===== config.mk =====
export PLATFORM = sky130hd
export DESIGN_NAME = baud_gen_top
export DESIGN_NICKNAME = d
export VERILOG_FILES = /design/src/rtl/baud_gen_pkg.sv /design/src/rtl/baud_div_regs.sv /design/src/rtl/baud_prescaler.sv /design/src/rtl/baud_subdiv.sv /design/src/rtl/baud_gen_top.sv
export SDC_FILE = /design/constraint.sdc
export NUM_CORES = 1
export LEC_CHECK = 0
export BUFFER_PORTS_ARGS = -buffer_cell sky130_fd_sc_hd__buf_4
export CORE_UTILIZATION = 60
export CTS_CLUSTER_DIAMETER = 40
export DETAILED_ROUTE_END_ITERATION = 8
export PLACE_DENSITY = 0.87
export REMOVE_ABC_BUFFERS = 1
export SYNTH_ARGS = -nofsm -noshare
export SYNTH_HDL_FRONTEND = slang
export SYNTH_SLANG_ARGS = --single-unit
export TNS_END_PERCENT = 5

===== constraint.sdc =====
create_clock -name clk -period 7 [get_ports clk]
set_input_delay 1.05 -clock clk [delete_from_list [all_inputs] [get_ports clk]]
set_output_delay 1.05 -clock clk [all_outputs]
set_load 0.01 [all_outputs]

===== src/rtl/baud_gen_pkg.sv =====
package baud_gen_pkg;
  localparam int BUS_W      = 8;
  localparam int DIV_W      = 13;
  localparam int OS_RATIO   = 16;
  localparam logic [BUS_W-1:0] LO_RESET = 8'h04;
  localparam logic SEL_LO = 1'b0;
  localparam logic SEL_HI = 1'b1;
endpackage


===== src/rtl/baud_div_regs.sv =====
module baud_div_regs
  import baud_gen_pkg::*;
#(
  parameter int DIV_W = baud_gen_pkg::DIV_W,
  parameter logic [BUS_W-1:0] LO_RST = baud_gen_pkg::LO_RESET
) (
  input  logic             clk,
  input  logic             rst,
  input  logic             wr_en,
  input  logic             wr_sel,
  input  logic [BUS_W-1:0] wr_data,
  input  logic             rd_sel,
  output logic [BUS_W-1:0] rd_data,
  output logic [DIV_W-1:0] divisor,
  output logic             load
);
  localparam int HI_W  = DIV_W - BUS_W;
  localparam int PAD_W = BUS_W - HI_W;

  logic [HI_W-1:0]  hi_pend;
  logic [HI_W-1:0]  hi_work;
  logic [BUS_W-1:0] lo_q;

  assign load    = wr_en && (wr_sel == SEL_LO);
  assign divisor = {hi_work, lo_q};

  always_ff @(posedge clk) begin
    if (rst) begin
      hi_pend <= '0;
      hi_work <= '0;
      lo_q    <= LO_RST;
    end else if (wr_en) begin
      if (wr_sel == SEL_HI) begin
        hi_pend <= wr_data[HI_W-1:0];
      end else begin
        lo_q    <= wr_data;
        hi_work <= hi_pend;
      end
    end
  end

  always_ff @(posedge clk) begin
    if (rst) begin
      rd_data <= '0;
    end else if (rd_sel == SEL_HI) begin
      rd_data <= {{PAD_W{1'b0}}, hi_work};
    end else begin
      rd_data <= lo_q;
    end
  end
endmodule


===== src/rtl/baud_prescaler.sv =====
module baud_prescaler #(
  parameter int DIV_W = 13
) (
  input  logic             clk,
  input  logic             rst,
  input  logic             run,
  input  logic             restart,
  input  logic [DIV_W-1:0] divisor,
  output logic             wrap,
  output logic             os_tick
);
  logic [DIV_W-1:0] cnt;
  logic [DIV_W-1:0] last;

  assign last = divisor - DIV_W'(1);
  assign wrap = run && !restart && (cnt == last);

  always_ff @(posedge clk) begin
    if (rst || restart || !run) begin
      cnt     <= '0;
      os_tick <= 1'b0;
    end else if (wrap) begin
      cnt     <= '0;
      os_tick <= 1'b1;
    end else begin
      cnt     <= cnt + DIV_W'(1);
      os_tick <= 1'b0;
    end
  end
endmodule


===== src/rtl/baud_subdiv.sv =====
module baud_subdiv #(
  parameter int RATIO = 16
) (
  input  logic clk,
  input  logic rst,
  input  logic run,
  input  logic restart,
  input  logic wrap,
  output logic bit_tick
);
  localparam int CW = (RATIO > 1) ? $clog2(RATIO) : 1;
  localparam logic [CW-1:0] TOP = CW'(RATIO - 1);

  logic [CW-1:0] sub;

  always_ff @(posedge clk) begin
    if (rst || restart || !run) begin
      sub      <= '0;
      bit_tick <= 1'b0;
    end else if (wrap) begin
      if (sub == TOP) begin
        sub      <= '0;
        bit_tick <= 1'b1;
      end else begin
        sub      <= sub + CW'(1);
        bit_tick <= 1'b0;
      end
    end else begin
      bit_tick <= 1'b0;
    end
  end
endmodule


===== src/rtl/baud_gen_top.sv =====
module baud_gen_top
  import baud_gen_pkg::*;
#(
  parameter int DIV_W    = baud_gen_pkg::DIV_W,
  parameter int OS_RATIO = baud_gen_pkg::OS_RATIO
) (
  input  logic             clk,
  input  logic             rst,
  input  logic             wr_en,
  input  logic             wr_sel,
  input  logic [BUS_W-1:0] wr_data,
  input  logic             rd_sel,
  output logic [BUS_W-1:0] rd_data,
  input  logic             tx_en,
  input  logic             rx_en,
  output logic             os_tick,
  output logic             bit_tick
);
  logic [DIV_W-1:0] divisor;
  logic             load;
  logic             run;
  logic             wrap;

  baud_div_regs #(.DIV_W(DIV_W), .LO_RST(LO_RESET)) u_regs (
    .clk(clk), .rst(rst), .wr_en(wr_en), .wr_sel(wr_sel), .wr_data(wr_data),
    .rd_sel(rd_sel), .rd_data(rd_data), .divisor(divisor), .load(load)
  );

  assign run = (tx_en || rx_en) && (divisor != '0);

  baud_prescaler #(.DIV_W(DIV_W)) u_pre (
    .clk(clk), .rst(rst), .run(run), .restart(load), .divisor(divisor),
    .wrap(wrap), .os_tick(os_tick)
  );

  baud_subdiv #(.RATIO(OS_RATIO)) u_sub (
    .clk(clk), .rst(rst), .run(run), .restart(load), .wrap(wrap),
    .bit_tick(bit_tick)
  );
endmodule


# Word-level counts from Yosys, hierarchy flattened
# Index checks and enable logic that the tools add are counted.
# Widths: inputs -> output; s select.
# classes
add_sub_neg	3
eq_ne	2
muxes	4
n_bitwise	2
reduce_logical	15
# ops
op	count
$add 13x1->13 const B	1
$eq 13x13->1	1
$reduce_bool 13->1	1
$sub 13x1->13 const B	1
$reduce_or 2->1	3
$mux 5	1
$add 4x1->4 const B	1
$eq 4x4->1 const B	1
$logic_and 1x1->1	4
$mux 4	1
$reduce_and 2->1	2
$logic_or 1x1->1	3
$logic_not 1->1	2
$mux 1	2
$not 1->1	2
# word_totals
reg_bits	45
inputBits	15
word_cells	35

# Longest topological paths before layout
# depth
word_depth	7
mapped_depth	9
ltp_nobuf	8

# Modules after synthesis
# A second synthesis with hierarchy kept.
# unflattened
cells_unflattened	283
area_unflattened_um2	2463.6
# by_module_without_submodules
module	n_inst	cells_per_inst	area_per_inst_um2	seq_area_each_um2
baud_prescaler	1	158	1198.6	280.3
baud_div_regs	1	94	1009.7	520.5
baud_subdiv	1	25	216.5	100.1
baud_gen_top	1	6	38.8	0.0

# Least setup slack after synthesis
# Ideal clock, no wire load.
# synth_path
path_type	input to register
from	input port wr_sel
to	register u_pre.cnt[10]
setup_time_ns	0.132
arrival_ns	2.402
t_required_ns	6.868
slack_ns	4.467
cell_stages	8
n_path_buf	2
cell_sequence	clkbuf_1 > nor2b_1 > nor2_1 > o2111ai_1 > a211o_1 > nor3_4 > buf_6 > nor3_1
# synth_between
elab_chain_cells	6
word_cells_on_any_way	8
classes_between	bitwise (1); reduce/logical (7)
# synth_lines
item	line	source
start: declaration	baud_gen_top.sv:10	input logic wr_sel,
$not 1->1 (no line) *	-	
$logic_and 1x1->1 *	baud_div_regs.sv:24	assign load = wr_en && (wr_sel == SEL_LO);
$logic_not 1->1	baud_prescaler.sv:16	assign wrap = run && !restart && (cnt == last);
$logic_and 1x1->1 (2 in a row)	baud_prescaler.sv:16	
$reduce_or 2->1 (no line) *	-	
end signal: assignment	baud_prescaler.sv:26	cnt <= cnt + DIV_W'(1);
end: declaration	baud_prescaler.sv:12	logic [DIV_W-1:0] cnt;
# Every way passes the cells marked *; elsewhere a longest branch is shown, timed or not.
# A chain may end at the register's enable or synchronous reset.

# Worst setup path after layout
# layout_path
from	input port wr_en
to	register u_sub.sub[1]
# layout_between
elab_chain_cells	4
word_cells_on_any_way	6
classes_between	reduce/logical (6)
# layout_lines
item	line	source
start: declaration	baud_gen_top.sv:9	input logic wr_en,
$logic_and 1x1->1 *	baud_div_regs.sv:24	
$logic_not 1->1	baud_prescaler.sv:16	
$logic_and 1x1->1 (2 in a row)	baud_prescaler.sv:16	
end signal: assignment	baud_subdiv.sv:25	sub <= sub + CW'(1);
end: declaration	baud_subdiv.sv:14	logic [CW-1:0] sub;
# Marked as above.

==> summary.md <==
The flow ran to the end, and the final reports show no timing, DRC or antenna violations. After layout, the worst path uses 41.6% of the clock period. The die outline area is 3950 um^2.

Final weighted congestion in routability-driven placement: 0.879. STA puts the critical path data arrival time at 3.09 ns. For this run the aggregate overflow at the end of global routing stands at 0. Synthesis produced 266 cells. The number of antenna diodes in the final layout is 0. Global routing used 24.2% of the available tracks.

The die boundary width came out at 62.9 um. The endpoint required time on the critical path was 7.17 ns; the total chip power was 490 uW. Buffers inserted during clock tree synthesis total 5. Critical path endpoint category: a register. After detailed routing, the number of vias per cell comes to 5.79. Combinational logic burns 12.1% of the power. The switching share of power came out at 25.3%. Each instance of the synthesized netlist takes up on average 8.35 um^2. Power spread over the standard cell area amounts to 198 nW/um^2. The flop and latch count out of synthesis works out to 45. Walking the worst path, the cells encountered are buf_4, nor2b_1, nor2_1, nand3b_1, inv_1, nand2_1, mux2i_1.

The tools report the startpoint class of the critical path as a primary input. After clock tree synthesis, the flow added hold-fix buffers numbering 0. The proportion of power drawn by flip-flops and latches was 55.0%. The tools report the via count of the first global-routing pass as 1667.

The number of antenna violations at the first check in global routing is 0, and the worst-case headroom to the max-slew limit is 35.6%. The Yosys step of the flow raised 0 warnings. For the insertion delay to the later sink of the worst-skew pair, the log shows 0.30 ns. Worst hold slack: 0.455 ns. In this run the static leakage power is 0.944 nW.

Once detail routing completed, the nets flagged for antenna violations numbered 0. Together, buffers and inverters on the worst path number 2. The growth of design area from synthesis to finish is 11.4%, and the share of the core filled with cells in the final layout is 71.9%. The worst path meets setup with 4.08 ns of slack. The post-route netlist has 12.5% of its cells at a drive strength greater than 1. At the pin with the least slew margin, the transition time is 0.964 ns. Along the worst path, the maximum fanout reaches 17.

The mapped netlist covers 2220 um^2. In this design, the stage delay of the slowest critical-path cell is 0.77 ns. The routed wirelength normalized by instance count was 13.6 um.

The number of gates resized after CTS was 0. 25 I/O pins were placed. Final-layout setup total negative slack: 0 ns. The library cell used as clock root buffer was sky130_fd_sc_hd__clkbuf_8. The run gives 1892 as the total via count in the routed design.

The number of pins exceeding their max-slew limit in the final report is 0, and the clock net sink count is 45. The post-route minimum period was 2.92 ns; the detailed-placement wirelength estimate was 3280 um. After the first detailed-routing iteration, the DRC count stood at 125. The number of setup buffers added after CTS is 0.

The worst setup path is of the primary input to register kind. The number of core rows was 21. The logs give 0.00597 ns for the post-route clock skew and 4450 um for the aggregate routed wire length. The final layout contains 300 nets. The internal portion of the total power is 366 uW. The first global-routing pass estimated 7480 um of wire. The count of buffers added on input and output ports is 24. The path class of the tightest hold or removal check is register to register.

The fraction of synthesis flops using an asynchronous set or reset pin is 0%. The clock-pin slew on the worst setup and hold paths works out to 0.08 ns. After the flow finishes, the layout carries non-filler instances totaling 327. The maximum root-to-sink buffer count was 2.

The kind of cell with the highest combined delay along the critical path is simple AND/OR/NAND/NOR gates. In this run, the clock network consumes 32.9% of the power. The placed instances occupy a cell area of 2390 um^2. The starting utilization of the core area was 64.6%; the number of synthesized flops with an enable pin was 0. The number of cells in the design after placement is 320, and the total setup violations reported at the end of the flow is 0. The post-detailed-route DRC marker count came out at 0. The most used flip-flop cell after synthesis is sky130_fd_sc_hd__dfxtp_1. For the distinct cell type count of the synthesized netlist, the log shows 41.

Top achievable clock speed: 343 MHz. The largest individual stage delay along the critical path comes from the cell sky130_fd_sc_hd__nor2b_1. Sequential cells were found to cover 40.5% of the synthesized design area. In this run the power spent charging and discharging nets is 124 uW. For the hold violation count in the final report, the log shows 0. The tool flagged a number of max-cap violations equal to 0. The maximum number of pins on one net before global-route repair is 26, and the level count of the clock H-tree is 2. The floorplan step defined a core boundary enclosing 3440 um^2. Setup repair after global routing left no endpoint under its margin. The total iterations of the first detailed-routing run came out at 4. TritonCTS built the clock tree. The final instance area was 2480 um^2; the pre-CTS setup slack was 3.79 ns. Y dimension of the die: 62.9 um. The worst-case IR drop observed on VDD is 0.154 mV.
==> state kept, by name, summed over array words and instances (netlist names) <==
signal / count
u_pre.os_tick: 1
u_regs.hi_pend: 5
u_sub.sub: 4
u_regs.lo_q: 8
u_regs.hi_work: 5
u_regs.rd_data: 8
u_sub.bit_tick: 1
u_pre.cnt: 13
==> metal layers <==
layer  part of all wire, %  GRT usage, %
met1                    44          30.9
met4                   1.7          9.59
met3                   6.8          5.47
met2                    48          39.4
met5                     0             0
==> worst min-delay path: stages (launching register included) <==
cell and delay, ns:
sky130_fd_sc_hd__dfxtp_1 0.31, sky130_fd_sc_hd__nand2_1 0.05, sky130_fd_sc_hd__a21oi_1 0.05
==> Yosys cell counts (2+ instances only) <==
cell	instances	area, um^2
sky130_fd_sc_hd__nor3_1	12	60.1
sky130_fd_sc_hd__nand2_1	43	161
sky130_fd_sc_hd__nor3b_1	3	22.5
sky130_fd_sc_hd__ha_1	4	50.1
sky130_fd_sc_hd__o21ai_0	6	30.0
sky130_fd_sc_hd__xnor2_1	16	140
sky130_fd_sc_hd__and3_1	7	43.8
sky130_fd_sc_hd__a221o_1	2	20.0
sky130_fd_sc_hd__nand4_1	6	37.5
sky130_fd_sc_hd__nand3b_1	2	15.0
sky130_fd_sc_hd__nor2_1	19	71.3
sky130_fd_sc_hd__mux2i_1	7	70.1
sky130_fd_sc_hd__dfxtp_1	45	901
sky130_fd_sc_hd__nand3_1	12	60.1
sky130_fd_sc_hd__xor2_1	11	96.3
sky130_fd_sc_hd__and2_1	6	37.5
sky130_fd_sc_hd__inv_1	4	15.0
sky130_fd_sc_hd__nor4_1	4	25.0
sky130_fd_sc_hd__nor2b_1	3	18.8
sky130_fd_sc_hd__clkbuf_1	13	48.8
sky130_fd_sc_hd__a21oi_1	20	100
sky130_fd_sc_hd__buf_2	2	10.0
==> placed cells by master, fill, tap and decap left out, types with 2 or more instances in the layout <==
cell type / Yosys / layout
sky130_fd_sc_hd__a21oi_1: 20 / 20
sky130_fd_sc_hd__a221o_1: 2 / 2
sky130_fd_sc_hd__and2_1: 6 / 6
sky130_fd_sc_hd__and3_1: 7 / 7
sky130_fd_sc_hd__buf_4: 0 / 24
sky130_fd_sc_hd__clkbuf_8: 0 / 6
sky130_fd_sc_hd__dfxtp_1: 45 / 45
sky130_fd_sc_hd__ha_1: 4 / 4
sky130_fd_sc_hd__inv_1: 4 / 4
sky130_fd_sc_hd__mux2i_1: 7 / 7
sky130_fd_sc_hd__nand2_1: 43 / 43
sky130_fd_sc_hd__nand3_1: 12 / 12
sky130_fd_sc_hd__nand3b_1: 2 / 2
sky130_fd_sc_hd__nand4_1: 6 / 6
sky130_fd_sc_hd__nor2_1: 19 / 19
sky130_fd_sc_hd__nor2b_1: 3 / 3
sky130_fd_sc_hd__nor3_1: 12 / 12
sky130_fd_sc_hd__nor3b_1: 3 / 3
sky130_fd_sc_hd__nor4_1: 4 / 4
sky130_fd_sc_hd__o21ai_0: 6 / 6
sky130_fd_sc_hd__xnor2_1: 16 / 16
sky130_fd_sc_hd__xor2_1: 11 / 11
==> path summary, 6_finish.rpt <==
path                           from                end  slack [ns]  cells after the start
setup / recovery              wr_en       u_sub.sub[1]        4.08                      7
hold / removal    u_regs.hi_pend[0]  u_regs.hi_pend[0]        0.45                      2
setup reg to reg     u_regs.lo_q[0]       u_sub.sub[1]        4.30                      8
hold reg to reg   u_regs.hi_pend[0]  u_regs.hi_pend[0]        0.45                      2
==> cells by family (layout without fill, tap and decap cells) <==
family,after synthesis,count (layout),synth area share (%)
fa+ha+maj,4,4,2.25
mux,7,7,3.15
compound gates,38,38,10.8
buf+inv,20,35,3.83
simple gates,125,125,28.8
flops,45,45,40.5
xor+xnor,27,27,10.6
==> layout make-up <==
type,instances,area [um^2]
well taps,46,57.6
flip-flops and latches,45,901
fillers,284,966
repair buffers,24,180
inverters,4,15.0
clock buffers,7,86.3
multi-input cells,201,1240
==> power groups by stage <==
stage	Combinational (mW)	Sequential (mW)	Clock, mW
floorplan	0.0383	0.274	0
CTS	0.0590	0.269	0.162
detailed placement	0.0586	0.275	0
global route	0.0656	0.271	0.175
global placement	0.0572	0.275	0
finish	0.0593	0.269	0.161
Note: power is estimated with default switching activity, not from simulation.
